==> src/rtl/cmd_stage_pkg.sv <==
package cmd_stage_pkg;
  localparam int BANK_W = 6;
  localparam logic [BANK_W-1:0] AUTO_SEL = 6'h3F;

  localparam int A_OPCODE   = 0;
  localparam int A_TARGET   = 1;
  localparam int A_OPTION   = 2;
  localparam int A_PMASK    = 3;
  localparam int A_ISSUE    = 4;
  localparam int A_ABORT    = 5;
  localparam int A_ROW_BASE = 32;

  // decide whether a slot target selects bank k
  function automatic logic target_hits(input logic [BANK_W-1:0] tgt,
                                       input int k, input logic row_blocked);
    if (tgt == AUTO_SEL) return !row_blocked;
    return tgt == BANK_W'(k);
  endfunction
endpackage

==> src/rtl/bank_pick.sv <==
module bank_pick #(
  parameter int NUM_BANKS = 8
) (
  input  logic                 clk,
  input  logic                 rst_n,
  input  logic [NUM_BANKS-1:0] req,
  output logic [NUM_BANKS-1:0] grant,
  output logic                 any,
  output logic [5:0]           idx
);
  always_comb begin
    grant = '0;
    idx   = '0;
    for (int i = NUM_BANKS - 1; i >= 0; i--) begin
      if (req[i]) begin
        grant    = '0;
        grant[i] = 1'b1;
        idx      = 6'(i);
      end
    end
  end
  assign any = |req;

  assert_one_grant_R5: assert property (@(posedge clk) disable iff (!rst_n)
    $onehot0(grant));
  assert_grant_in_req_R5: assert property (@(posedge clk) disable iff (!rst_n)
    (grant & ~req) == '0);
  assert_lowest_R5: assert property (@(posedge clk) disable iff (!rst_n)
    any |-> ((req & (grant - 1'b1)) == '0));
endmodule

==> src/rtl/pause_detect.sv <==
module pause_detect #(
  parameter int NUM_BANKS = 8,
  parameter int INTR_W    = 8
) (
  input  logic [INTR_W-1:0]           mask,
  input  logic [NUM_BANKS*INTR_W-1:0] intr,
  output logic                        paused
);
  logic [NUM_BANKS-1:0] hit;
  for (genvar g = 0; g < NUM_BANKS; g++) begin : g_hit
    assign hit[g] = |(mask & intr[g*INTR_W +: INTR_W]);
  end
  assign paused = |hit;
endmodule

==> src/rtl/bank_port.sv <==
module bank_port #(
  parameter int OP_W  = 8,
  parameter int OPT_W = 8,
  parameter int ID_W  = 10,
  parameter int ROW_W = 32
) (
  input  logic             clk,
  input  logic             rst_n,
  input  logic             load,
  input  logic             done,
  input  logic [OP_W-1:0]  d_op,
  input  logic [OPT_W-1:0] d_opt,
  input  logic [ID_W-1:0]  d_id,
  input  logic [ROW_W-1:0] d_row,
  output logic             busy,
  output logic [OP_W-1:0]  q_op,
  output logic [OPT_W-1:0] q_opt,
  output logic [ID_W-1:0]  q_id,
  output logic [ROW_W-1:0] q_row
);
  always_ff @(posedge clk) begin
    if (!rst_n) begin
      busy  <= 1'b0;
      q_op  <= '0;
      q_opt <= '0;
      q_id  <= '0;
      q_row <= '0;
    end else if (load) begin
      busy  <= 1'b1;
      q_op  <= d_op;
      q_opt <= d_opt;
      q_id  <= d_id;
      q_row <= d_row;
    end else if (done) begin
      busy <= 1'b0;
    end
  end

  assert_take_idle_R3: assert property (@(posedge clk) disable iff (!rst_n)
    load |-> !busy);
  assert_busy_now_R3: assert property (@(posedge clk) disable iff (!rst_n)
    load |=> busy);
  assert_port_hold_R4: assert property (@(posedge clk) disable iff (!rst_n)
    !load |=> ($stable(q_op) && $stable(q_opt) && $stable(q_id) && $stable(q_row)));
endmodule

==> src/rtl/cmd_stage_dispatch.sv <==
module cmd_stage_dispatch
  import cmd_stage_pkg::*;
#(
  parameter int NUM_BANKS = 8,
  parameter int OP_W      = 8,
  parameter int OPT_W     = 8,
  parameter int ROW_W     = 32,
  parameter int ID_W      = 10,
  parameter int INTR_W    = 8,
  parameter int ADDR_W    = 6
) (
  input  logic                        clk,
  input  logic                        rst_n,
  input  logic                        wr_en,
  input  logic [ADDR_W-1:0]           wr_addr,
  input  logic [31:0]                 wr_data,
  input  logic [NUM_BANKS-1:0]        bank_done,
  input  logic [NUM_BANKS*INTR_W-1:0] bank_intr,
  output logic [1:0]                  stat_flags,
  output logic [5:0]                  auto_bank,
  output logic [ID_W-1:0]             next_cmd_id,
  output logic [NUM_BANKS-1:0]        bank_busy,
  output logic                        acc_valid,
  output logic [5:0]                  acc_bank,
  output logic [NUM_BANKS*OP_W-1:0]   bsp_op,
  output logic [NUM_BANKS*OPT_W-1:0]  bsp_opt,
  output logic [NUM_BANKS*ID_W-1:0]   bsp_id,
  output logic [NUM_BANKS*ROW_W-1:0]  bsp_row
);
  // staged image
  logic [OP_W-1:0]   stg_op;
  logic [BANK_W-1:0] stg_tgt;
  logic [OPT_W-1:0]  stg_opt;
  logic [INTR_W-1:0] pause_mask;
  logic [ROW_W-1:0]  stg_row [NUM_BANKS];

  // waiting slot
  logic              slot_full;
  logic [OP_W-1:0]   slot_op;
  logic [BANK_W-1:0] slot_tgt;
  logic [OPT_W-1:0]  slot_opt;
  logic [ID_W-1:0]   slot_id;
  logic [ROW_W-1:0]  slot_row [NUM_BANKS];
  logic [ID_W-1:0]   id_ctr;

  // named internal events
  logic                 issue_wr, abort_wr, issue_take, paused, accept_fire;
  logic [NUM_BANKS-1:0] pick_req, pick_grant;
  logic [5:0]           pick_idx;

  assign issue_wr   = wr_en && (wr_addr == ADDR_W'(A_ISSUE));
  assign abort_wr   = wr_en && (wr_addr == ADDR_W'(A_ABORT));
  assign issue_take = issue_wr && !slot_full;

  always_ff @(posedge clk) begin
    if (!rst_n) begin
      stg_op     <= '0;
      stg_tgt    <= '0;
      stg_opt    <= '0;
      pause_mask <= '0;
    end else if (wr_en) begin
      if (wr_addr == ADDR_W'(A_OPCODE)) stg_op     <= wr_data[OP_W-1:0];
      if (wr_addr == ADDR_W'(A_TARGET)) stg_tgt    <= wr_data[BANK_W-1:0];
      if (wr_addr == ADDR_W'(A_OPTION)) stg_opt    <= wr_data[OPT_W-1:0];
      if (wr_addr == ADDR_W'(A_PMASK))  pause_mask <= wr_data[INTR_W-1:0];
    end
  end

  always_ff @(posedge clk) begin
    if (!rst_n) begin
      slot_full <= 1'b0;
      slot_op   <= '0;
      slot_tgt  <= '0;
      slot_opt  <= '0;
      slot_id   <= '0;
      id_ctr    <= '0;
    end else begin
      if (abort_wr || accept_fire) slot_full <= 1'b0;
      else if (issue_take)         slot_full <= 1'b1;
      if (issue_take) begin
        slot_op  <= stg_op;
        slot_tgt <= stg_tgt;
        slot_opt <= stg_opt;
        slot_id  <= id_ctr;
        id_ctr   <= id_ctr + 1'b1;
      end
    end
  end

  pause_detect #(.NUM_BANKS(NUM_BANKS), .INTR_W(INTR_W)) i_pause (
    .mask(pause_mask), .intr(bank_intr), .paused(paused)
  );

  for (genvar gi = 0; gi < NUM_BANKS; gi++) begin : g_bank
    always_ff @(posedge clk) begin
      if (!rst_n) begin
        stg_row[gi]  <= '0;
        slot_row[gi] <= '0;
      end else begin
        if (wr_en && wr_addr == ADDR_W'(A_ROW_BASE + gi)) stg_row[gi] <= wr_data[ROW_W-1:0];
        if (issue_take) slot_row[gi] <= stg_row[gi];
      end
    end

    assign pick_req[gi] = slot_full && !paused && !abort_wr && !bank_busy[gi] &&
                          target_hits(slot_tgt, gi, slot_row[gi] == '1);

    bank_port #(.OP_W(OP_W), .OPT_W(OPT_W), .ID_W(ID_W), .ROW_W(ROW_W)) i_port (
      .clk(clk), .rst_n(rst_n), .load(pick_grant[gi]), .done(bank_done[gi]),
      .d_op(slot_op), .d_opt(slot_opt), .d_id(slot_id), .d_row(slot_row[gi]),
      .busy(bank_busy[gi]),
      .q_op(bsp_op[gi*OP_W +: OP_W]), .q_opt(bsp_opt[gi*OPT_W +: OPT_W]),
      .q_id(bsp_id[gi*ID_W +: ID_W]), .q_row(bsp_row[gi*ROW_W +: ROW_W])
    );

    assert_auto_skip_R6: assert property (@(posedge clk) disable iff (!rst_n)
      (pick_grant[gi] && slot_tgt == AUTO_SEL) |-> (slot_row[gi] != '1));
  end

  bank_pick #(.NUM_BANKS(NUM_BANKS)) i_pick (
    .clk(clk), .rst_n(rst_n), .req(pick_req),
    .grant(pick_grant), .any(accept_fire), .idx(pick_idx)
  );

  always_ff @(posedge clk) begin
    if (!rst_n) begin
      auto_bank <= '0;
      acc_valid <= 1'b0;
      acc_bank  <= '0;
    end else begin
      acc_valid <= accept_fire;
      if (accept_fire) acc_bank <= pick_idx;
      if (accept_fire && slot_tgt == AUTO_SEL) auto_bank <= pick_idx;
    end
  end

  assign stat_flags  = {paused, slot_full};
  assign next_cmd_id = id_ctr;

  assert_take_needs_full_R2: assert property (@(posedge clk) disable iff (!rst_n)
    accept_fire |-> slot_full);
  assert_slot_drains_R2: assert property (@(posedge clk) disable iff (!rst_n)
    accept_fire |=> !slot_full);
  assert_abort_drains_R2: assert property (@(posedge clk) disable iff (!rst_n)
    abort_wr |=> !slot_full);
  assert_bank_busy_R3: assert property (@(posedge clk) disable iff (!rst_n)
    accept_fire |=> ((bank_busy & $past(pick_grant)) == $past(pick_grant)));
  assert_hold_paused_R9: assert property (@(posedge clk) disable iff (!rst_n)
    paused |-> !accept_fire);
  assert_id_step_R8: assert property (@(posedge clk) disable iff (!rst_n)
    issue_take |=> (id_ctr == $past(id_ctr) + 1'b1));
  assert_directed_keeps_auto_R10: assert property (@(posedge clk) disable iff (!rst_n)
    (accept_fire && slot_tgt != AUTO_SEL) |=> $stable(auto_bank));
endmodule

==> config.mk <==
export PLATFORM = sky130hd
export DESIGN_NAME = cmd_stage_dispatch
export DESIGN_NICKNAME = d
export VERILOG_FILES = /design/src/rtl/cmd_stage_pkg.sv /design/src/rtl/bank_pick.sv /design/src/rtl/pause_detect.sv /design/src/rtl/bank_port.sv /design/src/rtl/cmd_stage_dispatch.sv
export SDC_FILE = /design/constraint.sdc
export NUM_CORES = 2
export LEC_CHECK = 0
export BUFFER_PORTS_ARGS = -buffer_cell sky130_fd_sc_hd__buf_2
export CAP_MARGIN = 20
export CORE_UTILIZATION = 51
export DETAILED_ROUTE_END_ITERATION = 12
export PLACE_DENSITY = 0.76
export SYNTH_ARGS = -nofsm -noshare
export SYNTH_HDL_FRONTEND = slang
export SYNTH_SLANG_ARGS = --single-unit
==> constraint.sdc <==
create_clock -name clk -period 7.8 [get_ports clk]
set_input_delay 0.39 -clock clk [delete_from_list [all_inputs] [get_ports clk]]
set_output_delay 0.39 -clock clk [all_outputs]
set_load 0.02 [all_outputs]
==> run_summary.xml <==
<?xml version="1.0" encoding="UTF-8"?>
<metrics>
  <group name="clock_tree">
    <metric name="tritoncts_num_sinks" unit="">1064</metric>
    <metric name="cts.clk_slew.worst_paths" unit="ns">0.06</metric>
    <metric name="cts-buffers-inserted" unit="">107</metric>
    <metric name="htree_levels" unit="">3</metric>
    <metric name="clockRootBuffer" unit="">clkbuf_16</metric>
    <metric name="cts_tree" unit="">yes</metric>
    <metric name="max-clock-path-buffers" unit="">3</metric>
    <metric name="cts.repair_timing.setup_buffer_count" unit="">0</metric>
    <metric name="clkLatencyLatePin" unit="ns">0.67</metric>
    <metric name="cts-resized-gates" unit="">0</metric>
  </group>
  <group name="detailed_routing">
    <metric name="route.detailed.vias_per_inst" unit="">5.66</metric>
    <metric name="detail_route.wl_per_cell" unit="um">23.4</metric>
    <metric name="finalWirelength" unit="um">120000</metric>
    <metric name="drt.antenna.violating_nets" unit="">0</metric>
    <metric name="detailedRoute.firstIterationViolations" unit="">2735</metric>
    <metric name="vias" unit="">29000</metric>
    <metric name="drtPass1Iterations" unit="">6</metric>
    <metric name="route.detailed.drc" unit="">0</metric>
  </group>
  <group name="die">
    <metric name="die_h" unit="um">283</metric>
    <metric name="die_width" unit="um">283</metric>
    <metric name="design.core.area" unit="um^2">77700</metric>
    <metric name="start_util" unit="%">51.8</metric>
    <metric name="die_area" unit="um^2">80100</metric>
    <metric name="floorplan.rows" unit="">102</metric>
    <metric name="design.portCount" unit="">610</metric>
  </group>
  <group name="critical_path">
    <metric name="path_depth_of_the_worst_reg2reg_path" unit="">8</metric>
    <metric name="crit_slowest_cell" unit="">buf_4</metric>
    <metric name="required" unit="ns">8.38</metric>
    <metric name="slowest_delay" unit="ns">0.78</metric>
    <metric name="crit_path_start" unit="">slot_row[0][112]$_SDFFCE_PN0P_</metric>
    <metric name="timing.critical_path.to_type" unit="">register</metric>
    <metric name="critical_path.reg2reg.startpoint" unit="">slot_row[0][112]$_SDFFCE_PN0P_</metric>
    <metric name="worst-endpoint-arrival" unit="ns">4.61</metric>
    <metric name="worstSetupStartpointType" unit="">register</metric>
    <metric name="cp_cell_sequence" unit="">nand4_1 -&gt; or4_1 -&gt; o31ai_1 -&gt; a21boi_2 -&gt; nand2_1 -&gt; nor3_4 -&gt; buf_4 -&gt; mux2i_1</metric>
    <metric name="crit_path_max_fanout" unit="">55</metric>
    <metric name="worst-r2r-setup-slack" unit="ns">3.77</metric>
    <metric name="crit_type" unit="">reg -&gt; reg</metric>
  </group>
  <group name="final_layout">
    <metric name="utilization" unit="%">61.2</metric>
    <metric name="num-fill-cells" unit="">6150</metric>
    <metric name="layout.cells.most_common" unit="">buf_2</metric>
    <metric name="areaGrowthSynthToFinish" unit="%">18.2</metric>
    <metric name="drive_above_1_share" unit="%">21.1</metric>
    <metric name="most-common-layout-cells" unit="">buf_2, dfxtp_1, edfxtp_1, nand2_1, mux2i_1</metric>
    <metric name="finish.net_count" unit="">4097</metric>
  </group>
  <group name="power_and_ir_drop">
    <metric name="power.ir.vdd_worst" unit="mV">0.183</metric>
    <metric name="power.leakage" unit="uW">0.0205</metric>
    <metric name="cellInternalPower" unit="uW">9050</metric>
    <metric name="cellPowerDensity" unit="nW/um^2">242</metric>
    <metric name="swShare" unit="%">21.3</metric>
    <metric name="power_switching" unit="uW">2460</metric>
    <metric name="comb_power_share" unit="%">2.5</metric>
    <metric name="power.share.clock" unit="%">45.4</metric>
    <metric name="power_frac_seq" unit="%">52.1</metric>
  </group>
  <group name="synth">
    <metric name="yosysSeqAreaShare" unit="%">65.6</metric>
    <metric name="synth-main-ff-cell" unit="">dfxtp_1</metric>
    <metric name="post_synthesis_cells" unit="">3523</metric>
    <metric name="netlist-cell-type-count" unit="">52</metric>
    <metric name="synth_async_sr_flop_share" unit="%">0</metric>
    <metric name="synth.cell_area" unit="um^2">40300</metric>
    <metric name="synth_enable_flop_cells" unit="">512</metric>
    <metric name="synth.yosys.warnings" unit="">0</metric>
    <metric name="yosys_register_bits" unit="">1064</metric>
    <metric name="syn_area_per_cell" unit="um^2">11.4</metric>
  </group>
  <group name="timing">
    <metric name="setup_viol_count_final" unit="">0</metric>
    <metric name="setup_total_negative_slack" unit="ns">0</metric>
    <metric name="final_critical_path_setup_slack" unit="ns">3.77</metric>
    <metric name="worst_slew_pin_slew" unit="ns">1.22</metric>
    <metric name="post-route-min-period" unit="ns">4.03</metric>
    <metric name="slew_headroom" unit="%">18.7</metric>
    <metric name="timing.clock.skew" unit="ns">0.0269</metric>
    <metric name="hold_viol_final" unit="">0</metric>
    <metric name="finalCritPeriodShare" unit="%">51.7</metric>
    <metric name="unrepaired_setup_endpoints_after_global_routing" unit="">no</metric>
    <metric name="final_max_slew_viol_count" unit="">0</metric>
    <metric name="maxClockFrequency" unit="GHz">0.248</metric>
  </group>
  <group name="job">
    <metric name="cap_viol_max_count" unit="">0</metric>
  </group>
  <group name="grt">
    <metric name="groute.usage.overall" unit="%">29.3</metric>
    <metric name="gr-usage-met1" unit="%">38.6</metric>
    <metric name="met2_usage" unit="%">47.9</metric>
    <metric name="grt_pass1_wl" unit="um">176000</metric>
    <metric name="antenna_violations_before_repair" unit="">21</metric>
    <metric name="busiest_layer" unit="">met2</metric>
    <metric name="grt_max_degree" unit="">145</metric>
    <metric name="global_route.overflow_total" unit="">0</metric>
    <metric name="groute.layer.met3.usage" unit="%">5.10</metric>
    <metric name="first_global_vias" unit="">27300</metric>
  </group>
  <group name="placement">
    <metric name="dp.final_hpwl" unit="um">77100</metric>
    <metric name="finalWeightedCongestion" unit="">0.879</metric>
    <metric name="placement.io_buffers" unit="">603</metric>
    <metric name="pre_cts_slack" unit="ns">3.41</metric>
  </group>
  <group name="hold_path">
    <metric name="timing.hold.worst.start" unit="">bank_done[6]</metric>
    <metric name="timing.hold.worst_path_depth" unit="">3</metric>
    <metric name="hold_path_class" unit="">in -&gt; reg</metric>
  </group>
  <group name="outcome">
    <metric name="status" unit="">finished, final reports clean</metric>
  </group>
</metrics>
-- synthesized netlist by cell type (all sizes together) (21+ instances only) --
cell,number,area share (%)
dfxtp,552,27
edfxtp,512,38
nand2,417,3.9
mux2i,320,8.0
and2,261,4.1
and3,260,4.0
clkbuf,252,2.3
nor2,229,2.1
a21oi,226,2.8
o21ai,130,1.6
nand3,129,1.6
nand4,70,1.1
buf,58,0.81
nor4,21,0.38
-- cell families (layout without fill, tap and decap cells) --
logic type / Yosys count / count (layout) / share of synthesized area, %
compound gates: 386 / 386 / 5.04
xor+xnor: 9 / 9 / 0.196
fa+ha+maj: 1 / 1 / 0.0311
mux: 320 / 320 / 7.96
other cells: 1 / 18 / 0.00932
buf+inv: 312 / 859 / 3.17
simple gates: 1430 / 1430 / 17.9
flops: 1064 / 1064 / 65.6
-- power by group through the flow --
stage / sequential [uW] / clock (uW) / combinational [uW]
floorplan: 6120 / 0 / 132
global placement: 6110 / 0 / 275
detailed placement: 6120 / 0 / 278
CTS: 6000 / 5280 / 280
global route: 6000 / 5510 / 297
finish: 6000 / 5230 / 282
-- repair_timing --
action | in CTS | in global routing
setup endpoints to repair | 0 | 0
hold buffers | 4 | 0
hold endpoints to repair | 4 | 0
-- final cells by class --
cell class	count	area, um^2	area share, %
Clock inverter	45	457	0.960
Timing Repair Buffer	656	3520	7.40
Sequential cell	1064	26400	55.5
Clock buffer	156	3160	6.64
Multi-Input combinational cell	2152	12700	26.6
Tap cell	1040	1300	2.73
Antenna cell	12	30.0	0.0631
Inverter	2	15.0	0.0316
-- metal layers --
layer	up-vias	part of all wire, %	wire length (um)
met2	1328	48	57700
met3	234	8.5	10300
met5	-	0.041	49
met4	8	3.8	4550
met1	14200	40	47600
li1	13300	-	-
-- per-stage QoR --
stage / power [uW] / std cells / hold slack, ns / instance area [um^2]
3_3_place_gp: 6390 / 4904 / 0.436 / 43800
3_5_place_dp: 6400 / 4904 / 0.443 / 43800
6_report: 11500 / 5127 / 0.0374 / 47600
2_1_floorplan: 6250 / 3528 / 0.431 / 40300
5_1_grt: 11800 / 5115 / 0.00997 / 47600
4_1_cts: 11600 / 5109 / 0.00489 / 47400
-- flip-flops by register name (all words and copies together), names as in the netlist, 10 cells and up --
signal               cells
g_bank.i_port.q_op      64
slot_row               256
next_cmd_id             10
slot_id                 10
g_bank.i_port.q_id      80
g_bank.i_port.q_opt     64
g_bank.i_port.q_row    256
stg_row                256
-- critical path: cells and delay by family (launching register included) --
| family | cells | cell delay [ns] |
|---|---|---|
| multiplexers | 1 | 0.28 |
| buffers and inverters | 1 | 0.78 |
| flip-flops | 1 | 0.40 |
| AO/OA/AOI/OAI | 2 | 1.06 |
| AND/OR/NAND/NOR | 4 | 1.31 |
-- final timing paths --
path / endpoint
max: g_bank[6].i_port.q_op[7]$_SDFFE_PN0P_
min: g_bank[6].i_port.busy$_SDFFE_PN0P_
max reg2reg: g_bank[6].i_port.q_op[7]$_SDFFE_PN0P_
min reg2reg: slot_op[5]$_SDFFE_PN0P_
Power figures use the tool's default switching activity.
